==> src/rtl/pwd_pkg.sv <==
package pwd_pkg;

  localparam int CNT_W = 8;

  typedef enum logic [1:0] {
    ACT_RESET = 2'b00,
    ACT_NMI   = 2'b01,
    ACT_OFF_A = 2'b10,
    ACT_OFF_B = 2'b11
  } act_e;

  typedef struct packed {
    logic arm;
    logic disarm;
  } hit_t;

  function automatic logic [CNT_W-1:0] period_limit(input logic [2:0] sel);
    logic [CNT_W-1:0] lim;
    case (sel)
      3'd1:    lim = CNT_W'(2);
      3'd2:    lim = CNT_W'(10);
      3'd3:    lim = CNT_W'(20);
      3'd4:    lim = CNT_W'(110);
      3'd5:    lim = CNT_W'(220);
      default: lim = CNT_W'(1);
    endcase
    return lim;
  endfunction

endpackage

==> src/rtl/pwd_decode.sv <==
module pwd_decode #(
  parameter int ADDR_W = 16,
  parameter logic [ADDR_W-1:0] ARM_ADDR    = 'h443,
  parameter logic [ADDR_W-1:0] DISARM_ADDR = 'h043
) (
  input  logic              io_rd,
  input  logic [ADDR_W-1:0] io_addr,
  output pwd_pkg::hit_t     hits
);
  always_comb begin
    hits.arm    = io_rd && (io_addr == ARM_ADDR);
    hits.disarm = io_rd && (io_addr == DISARM_ADDR);
  end
endmodule

==> src/rtl/pwd_counter.sv <==
module pwd_counter (
  input  logic          clk,
  input  logic          rst,
  input  pwd_pkg::hit_t hits,
  input  logic          sec_tick,
  input  logic [2:0]    period_sel,
  output logic          armed,
  output logic          expire
);
  import pwd_pkg::*;

  logic [CNT_W-1:0] count_q;
  logic [CNT_W-1:0] limit;
  logic [CNT_W:0]   next_cnt;
  logic             at_limit;

  always_comb begin
    limit    = period_limit(period_sel);
    next_cnt = {1'b0, count_q} + 1'b1;
    at_limit = next_cnt >= {1'b0, limit};
    // a clear (disarm or refresh) always beats an expiring tick
    expire   = armed && sec_tick && !hits.disarm && !hits.arm && at_limit;
  end

  always_ff @(posedge clk) begin
    if (rst) begin
      armed   <= 1'b0;
      count_q <= '0;
    end else if (hits.disarm) begin
      armed   <= 1'b0;
      count_q <= '0;
    end else if (hits.arm) begin
      armed   <= 1'b1;
      count_q <= '0;
    end else if (armed && sec_tick) begin
      if (at_limit) begin
        armed   <= 1'b0;
        count_q <= '0;
      end else begin
        count_q <= next_cnt[CNT_W-1:0];
      end
    end
  end
endmodule

==> src/rtl/pwd_pulse.sv <==
module pwd_pulse #(
  parameter int PULSE_LEN = 16
) (
  input  logic          clk,
  input  logic          rst,
  input  logic          expire,
  input  pwd_pkg::act_e action,
  output logic          rst_q,
  output logic          nmi_q
);
  import pwd_pkg::*;

  localparam int LEN_W = (PULSE_LEN > 1) ? $clog2(PULSE_LEN) : 1;

  logic [LEN_W-1:0] left_q;

  always_ff @(posedge clk) begin
    if (rst) begin
      rst_q  <= 1'b0;
      nmi_q  <= 1'b0;
      left_q <= '0;
    end else if (expire) begin
      rst_q  <= (action == ACT_RESET);
      nmi_q  <= (action == ACT_NMI);
      left_q <= LEN_W'(PULSE_LEN - 1);
    end else if (left_q != '0) begin
      left_q <= left_q - 1'b1;
    end else begin
      rst_q <= 1'b0;
      nmi_q <= 1'b0;
    end
  end
endmodule

==> src/rtl/port_watchdog.sv <==
module port_watchdog #(
  parameter int ADDR_W    = 16,
  parameter logic [ADDR_W-1:0] ARM_ADDR    = 'h443,
  parameter logic [ADDR_W-1:0] DISARM_ADDR = 'h043,
  parameter int PULSE_LEN = 16
) (
  input  logic              clk,
  input  logic              rst,
  input  logic              io_rd,
  input  logic [ADDR_W-1:0] io_addr,
  input  logic              sec_tick,
  input  logic [2:0]        period_sel,
  input  logic [1:0]        action_sel,
  output logic              rst_pulse_o,
  output logic              nmi_pulse_o
);
  import pwd_pkg::*;

  hit_t hits;
  logic armed;
  logic expire;

  pwd_decode #(
    .ADDR_W(ADDR_W), .ARM_ADDR(ARM_ADDR), .DISARM_ADDR(DISARM_ADDR)
  ) decode_i (
    .io_rd(io_rd), .io_addr(io_addr), .hits(hits)
  );

  pwd_counter counter_i (
    .clk(clk), .rst(rst), .hits(hits), .sec_tick(sec_tick),
    .period_sel(period_sel), .armed(armed), .expire(expire)
  );

  pwd_pulse #(.PULSE_LEN(PULSE_LEN)) pulse_i (
    .clk(clk), .rst(rst), .expire(expire), .action(act_e'(action_sel)),
    .rst_q(rst_pulse_o), .nmi_q(nmi_pulse_o)
  );
endmodule

==> config.mk <==
export PLATFORM = sky130hd
export DESIGN_NAME = port_watchdog
export DESIGN_NICKNAME = d
export VERILOG_FILES = /design/src/rtl/pwd_pkg.sv /design/src/rtl/pwd_decode.sv /design/src/rtl/pwd_counter.sv /design/src/rtl/pwd_pulse.sv /design/src/rtl/port_watchdog.sv
export SDC_FILE = /design/constraint.sdc
export NUM_CORES = 1
export LEC_CHECK = 0
export BUFFER_PORTS_ARGS = -buffer_cell sky130_fd_sc_hd__buf_4
export CAP_MARGIN = 20
export CORE_ASPECT_RATIO = 1.5
export CORE_UTILIZATION = 53
export DETAILED_ROUTE_END_ITERATION = 10
export PLACE_DENSITY = 0.81
export RECOVER_POWER = 100
export SETUP_SLACK_MARGIN = 0.5
export SYNTH_ARGS = -nofsm -noshare
export SYNTH_HDL_FRONTEND = slang
export SYNTH_HIERARCHICAL = 1
export SYNTH_SLANG_ARGS = --single-unit
==> constraint.sdc <==
create_clock -name clk -period 3.8 [get_ports clk]
set_input_delay 0.76 -clock clk [delete_from_list [all_inputs] [get_ports clk]]
set_output_delay 0.76 -clock clk [all_outputs]
set_load 0.01 [all_outputs]
=== Yosys cells after proc, flatten, opt, wreduce, memory -nomap -nowiden ===
Index checks and enable logic that the tools add are counted.

* $add $sub $neg: 2
* Multiply operators: 0
* Divide/modulo/power cells: 0
* $lt $le $gt $ge: 1
* Eq/ne operators: 9
* Shifts and indexed selects: 0
* Muxes and demuxes: 10
* Bitwise logic cells: 0
* Reductions and logical operators: 16

{| class="wikitable"
|+ Operators by type and width
! operator !! number
|-
| $pmux W8 S5 || 1
|-
| $eq A16 B11 Y1 const B || 1
|-
| $eq A16 B7 Y1 const B || 1
|-
| $add A8 B1 Y9 const B || 1
|-
| $ge A9 B8 Y1 || 1
|-
| $mux W4 || 2
|-
| $mux W8 || 1
|-
| $eq A3 B2 Y1 const B || 2
|-
| $eq A3 B3 Y1 const B || 2
|-
| $logic_and A1 B1 Y1 || 6
|-
| $mux W1 || 6
|-
| $reduce_bool A2 Y1 || 3
|-
| $reduce_bool A4 Y1 || 1
|-
| $sub A4 B1 Y4 const B || 1
|-
| $eq A3 B1 Y1 const B || 1
|-
| $reduce_or A3 Y1 || 1
|-
| $eq A2 B1 Y1 const B || 1
|-
| $logic_not A1 Y1 || 2
|-
| $logic_not A2 Y1 || 1
|-
| $ne A2 B2 Y1 const B || 1
|-
| $reduce_and A2 Y1 || 1
|-
| $reduce_or A2 Y1 || 1
|}

* Register bits after elaboration: 15
* Latch bits: 0
* Bits in writable memories: 0
* Bits in read-only memories: 0
* Output and inout port bits: 2
* Logic and storage cells: 43
* Memories kept: 0

=== Depth between registers and ports, before layout ===
* Word-level depth: 7
* Depth in mapped cells: 15

=== By module ===
The synthesis kept the hierarchy.

{| class="wikitable"
|+ Modules (own cells, without submodules)
! module !! times used !! cells an instance !! area an instance (um^2)
|-
| pwd_counter || 1 || 106 || 807.0
|-
| pwd_pulse || 1 || 29 || 281.5
|-
| pwd_decode || 1 || 8 || 67.6
|}

=== Least setup slack after synthesis ===
Ideal clock, no wire load.

* Kind: input to register
* Start: input period_sel[1]
* End: register pulse_i.rst_q
* Setup time: 0.115 ns
* Arrival: 3.219 ns
* Setup slack: 0.466 ns
* Stages: 14
* Buffers on the path: 1
* Cell sequence: inv_1 > ha_1 > nor2_1 > a21oi_1 > o22a_1 > ha_1 > a41oi_1 > a211oi_2 > nor4_2 > buf_6 > nor4_2 > clkinv_1 > a31oi_1 > nor2_1

* Cells in the longest elaborated chain, start to end: 5
* Elaborated cells on any way between the ends: 10

{| class="wikitable"
|+ RTL lines
! element !! RTL line !! source
|-
| start, declared || port_watchdog.sv:12 || <nowiki>input logic [2:0] period_sel,</nowiki>
|-
| $eq A3 B3 Y1, or another cell as far along || pwd_pkg.sv:19 || <nowiki>case (sel)</nowiki>
|-
| $pmux W8 S5 * || pwd_pkg.sv:19 ||
|-
| $ge A9 B8 Y1 * || pwd_counter.sv:20 || <nowiki>at_limit = next_cnt >= {1'b0, limit};</nowiki>
|-
| $logic_and A1 B1 Y1 * || pwd_counter.sv:22 || <nowiki>expire = armed && sec_tick && !hits.disarm && !hits.arm && at_limit;</nowiki>
|-
| named net expire || port_watchdog.sv:21 || <nowiki>logic expire;</nowiki>
|-
| $ne A2 B2 Y1 (no source line) / $mux W1 (equally long branches) || n/a ||
|-
| end signal, assigned || pwd_pulse.sv:23 || <nowiki>rst_q <= (action == ACT_RESET);</nowiki>
|-
| end, declared || pwd_pulse.sv:8 || <nowiki>output logic rst_q,</nowiki>
|}

Mark *: on every way through the listed nets, which the timed path passes. The rest lies on a longest branch.
A chain may end at the register's enable or synchronous reset.

=== Final worst setup path ===
* Start: input period_sel[1]
* End: register counter_i.count_q[0]

* Cells in the longest elaborated chain, start to end: 4
* Elaborated cells on any way between the ends: 8

{| class="wikitable"
|+ RTL lines
! element !! RTL line !! source
|-
| $eq A3 B3 Y1, or another cell as far along || pwd_pkg.sv:19 ||
|-
| $pmux W8 S5 * || pwd_pkg.sv:19 ||
|-
| $ge A9 B8 Y1 * || pwd_counter.sv:20 ||
|-
| $mux W8 * || pwd_counter.sv:36 || <nowiki>if (at_limit) begin</nowiki>
|-
| end signal, assigned || pwd_counter.sv:40 || <nowiki>count_q <= next_cnt[CNT_W-1:0];</nowiki>
|-
| end, declared || pwd_counter.sv:12 || <nowiki>logic [CNT_W-1:0] count_q;</nowiki>
|}

Every way passes the cells marked *; elsewhere a longest branch is shown, timed or not.

==> impl_results.md <==
- Hold Path Class: register to register
- Initial antenna violation count: 0
- Max-slew headroom: 0.6216
- Crit. End Element: register
- RSZ-0062 raised after global routing: yes
- First-pass GRT wire length: between 3000 and 4000 µm
- Placed insts: between 150 and 200
- Crit path time final: between 3000 and 4000 ps
- Yosys warnings: 6
- Leak pwr: between 0.0005 and 0.0006 µW
- Arrival time worst endpoint: 3580 ps
- Worst r2r src: counter_i/count_q[0]$_SDFFE_PP0P_
- Hold-critical path depth: 2
- Max-slew violation count: 0
- DR pass1 iterations: 4
- Clock buffer depth: 2
- Fin nets: 204
- CP cell instances: buf_4 -> inv_1 -> ha_1 -> nor2_1 -> a21oi_1 -> o22a_1 -> ha_1 -> a41oi_1 -> a211oi_2 -> nor4_1 -> buf_4 -> nor3b_1 -> o21ba_1
- Largest cells by area after synthesis: dfxtp_1 26%, ha_1 11%, a21oi_1 5.2%
- Post-synthesis mux area share: 0.008658
- Synth Register Bits: 15
- Iteration-0 DRC Markers: 21
- CP max stage delay: 520 ps
- Clock Sinks: 15
- Clk slew on worst S/H paths: ~90 ps
- Die Wd: around 40 µm
- Async S/R FF share, synth: 0
- Detailed Route WL: 2540 µm
- Syn-to-layout area delta: 18.51%
- Gpl congestion: 0.8722
- Fin. Hold Viols: 0
- Area share of and/or/nand/nor cells after synthesis: 0.3701
- Post-Synthesis Mean Instance Area: roughly 8.1 µm²
- Syn_nets: approximately 180
- Avg WL per Cell: roughly 13 µm
- Cts hold-fix bufs: 0
- Register area share after synthesis: 0.2597
- Worst Skew: ~6.6 ps
- Number of buffers created by CTS: 3
- GR Util All Layers: 0.2441
- Port buffer count: 26
- Pre-CTS setup slack: 214.7 ps
- Post-Synth Adder-Cell Area: 0.1082
- Maxcap violations: 0
- Multi-input logic area: 795.8 µm²
- PnR worst setup slack: approximately 460 ps
- Max VDD drop: between 0.4 and 0.5 mV
- Ant. Diodes: 0
- Most common flop cell mapped by yosys: dfxtp_1
- Worst hold start: counter_i/count_q[7]$_SDFFE_PP0P_
- Hpwl dp: ~2100 µm
- # setup viols final: 0
- Yosys cell types: 40
- Layout cells sized above 1: 0.2202
- Via count: between 1000 and 1500
- Clk_lat worst skew: a little under 300 ps
- Placed Area: between 0.001 and 0.0015 mm²
- Fill count: 178
- Congestion Overflow GR: 0
- Yosys top cell area share: 0.2597
- Initial Utilization: 0.5634
- # rows: 20
- H-tree depth: 1
- Crit-path max FO: 11
- Peak Freq: roughly 300 MHz
- Sequential standard cell area: 300.3 µm²
- Critical path required time: just over 4000 ps
- Slowest cell on the critical path: nor4_1
- Worst-case reg-to-reg path depth: 11
- Largest net degree at the start of global routing: 15
- Largest family of logic cells by synthesized area: simple AND/OR/NAND/NOR gates
- Vias/cell: between 5 and 6
- Syn Inst Count: 143
- Final Instance Area: 0.001370 mm²
- Die Height: 59.20 µm
- Die area: roughly 0.0024 mm²
- Worst Hold End: counter_i/count_q[7]$_SDFFE_PP0P_
- CORE AREA: between 0.002 and 0.0025 mm²
- Setup TNS: 0 ps
- Worst-Margin Slew: roughly 560 ps
- Status: completed
- Critical Path Source Type: input pin
- TritonCTS clock tree: built
- Area leader, netlist: dfxtp_1
- Post-DRT Antenna Nets: 0
- Reg2Reg Capture Point: counter_i/count_q[0]$_SDFFE_PP0P_
- XOR/XNOR share of the synthesized area: 0.06061
- Complex-gate fraction of the synthesized area: 0.1385
- Root buf cell: clkbuf_4
- Vias in the first global route: 1086
- I/O pin cnt: 27
- Period utilisation layout: 0.8798
- Post-synth EDFFs: 0
- Mapped cell area: ~0.0012 mm²
- Pwr Density: 321.3 mW/mm²
- Worst R2R Setup Slack: about 880 ps
- Drc violations: 0
- Core Util, Final: 0.6677
- Finished Layout Cells: 190
- Kind of critical path: input pin to register
cell type report:
| type | count | area share |
|---|---|---|
| inverter | 6 | 0.01735 |
| multi-input combinational | 116 | 0.5808 |
| tap | 22 | 0.02009 |
| clock inverter | 1 | 0.003653 |
| sequential | 15 | 0.2192 |
| timing repair buffer | 27 | 0.1425 |
| clock buffer | 3 | 0.01644 |
what timing repair did:
item	4_1_cts	5_1_grt
setup endpoints to repair	0	4
resized for setup	0	1
buffers inserted	0	0
flip-flops by register name, summed over array words and instances (netlist names):
signal             cells
counter_i/count_q      8
pulse_i/left_q         4
counter_i/armed        1
pulse_i/nmi_q          1
pulse_i/rst_q          1
per-stage QoR:
step | hold WS (ps) | power [µW]
4_1_cts | 491.3 | 442.9
2_1_floorplan | 454.0 | 320.3
3_3_place_gp | 460.9 | 338.3
3_5_place_dp | 478.0 | 348.9
5_1_grt | 519.7 | 463.4
6_report | 487.9 | 440.3
how the worst max path moves through the flow:
stage	from	slack (ps)	cells past startpoint	end
finish	period_sel[1]	460	13	counter_i/count_q[0]$_SDFFE_PP0P_
global route	period_sel[1]	300	14	pulse_i/rst_q$_SDFFE_PP0P_
CTS	period_sel[1]	520	14	pulse_i/rst_q$_SDFFE_PP0P_
detailed placement	period_sel[1]	210	14	pulse_i/rst_q$_SDFFE_PP0P_
global placement	period_sel[1]	390	14	pulse_i/rst_q$_SDFFE_PP0P_
floorplan	period_sel[1]	510	14	pulse_i/rst_q$_SDFFE_PP0P_
cells by family (layout without fill, tap and decap cells):
kind of cell / Yosys count / after routing
and+or+nand+nor: 72 / 72
AOI/OAI and AO/OA: 25 / 25
DFF: 15 / 15
buffers and inverters: 12 / 37
adders and majority gates: 10 / 10
xor gates and xnor gates: 8 / 8
muxes: 1 / 1
cell usage in the layout, fill, tap and decap left out, drive strengths merged:
| master | count |
|---|---|
| or3 | 1 |
| or3b | 2 |
| clkinv | 1 |
| nor2 | 8 |
| and2b | 1 |
| nand2 | 16 |
| nor4 | 5 |
| nand3 | 12 |
| nand4 | 4 |
| nand2b | 1 |
| o22a | 1 |
| a311oi | 1 |
| a211oi | 1 |
| nand3b | 3 |
| nor3 | 6 |
| inv | 5 |
| o21ai | 4 |
| nor2b | 2 |
| nor3b | 4 |
| clkbuf | 5 |
| a31oi | 4 |
| a21oi | 12 |
| buf | 25 |
| mux2i | 1 |
| and3 | 3 |
| xor2 | 3 |
| clkinvlp | 1 |
| ha | 10 |
| a41oi | 1 |
| dfxtp | 15 |
| xnor2 | 5 |
| and3b | 1 |
| nor4b | 1 |
| o21ba | 1 |
| and4b | 1 |
| and2 | 1 |
Yosys cell counts (2+ instances only):
cell type,number
dfxtp_1,15
nand4_1,4
inv_1,5
nor3b_1,4
and3_1,3
a21oi_1,12
xor2_1,3
nor2b_1,2
nand3_1,12
nor3_1,5
clkbuf_1,2
a31oi_1,4
ha_1,10
o21ai_1,3
buf_6,2
nand2_1,16
nand3b_1,3
nor4_2,4
or3b_1,2
nor2_1,8
xnor2_1,5
worst max-delay path: cells and delay by family:
kind	cells	cell delay (ps)
AOI/OAI and AO/OA	5	770
and+or+nand+nor	3	920
adders and majority gates	2	650
buffers and inverters	3	480
power by group:
part           internal, µW  leakage (µW)  switching [µW]
Sequential              174      0.000122            15.6
Combinational          79.8      0.000425            76.8
Clock                  39.2     0.0000177            54.7
Total                   293      0.000564             147
layer usage:
| metal | up-vias | GRT usage | wire length [µm] |
|---|---|---|---|
| li1 | 577 | - | - |
| met1 | 514 | 0.2114 | 973 |
| met2 | 38 | 0.4770 | 1421 |
| met3 | 7 | 0.03759 | 91 |
| met4 | 0 | 0.1281 | 55 |
| met5 | - | 0 | 0 |
Power figures use the tool's default switching activity.
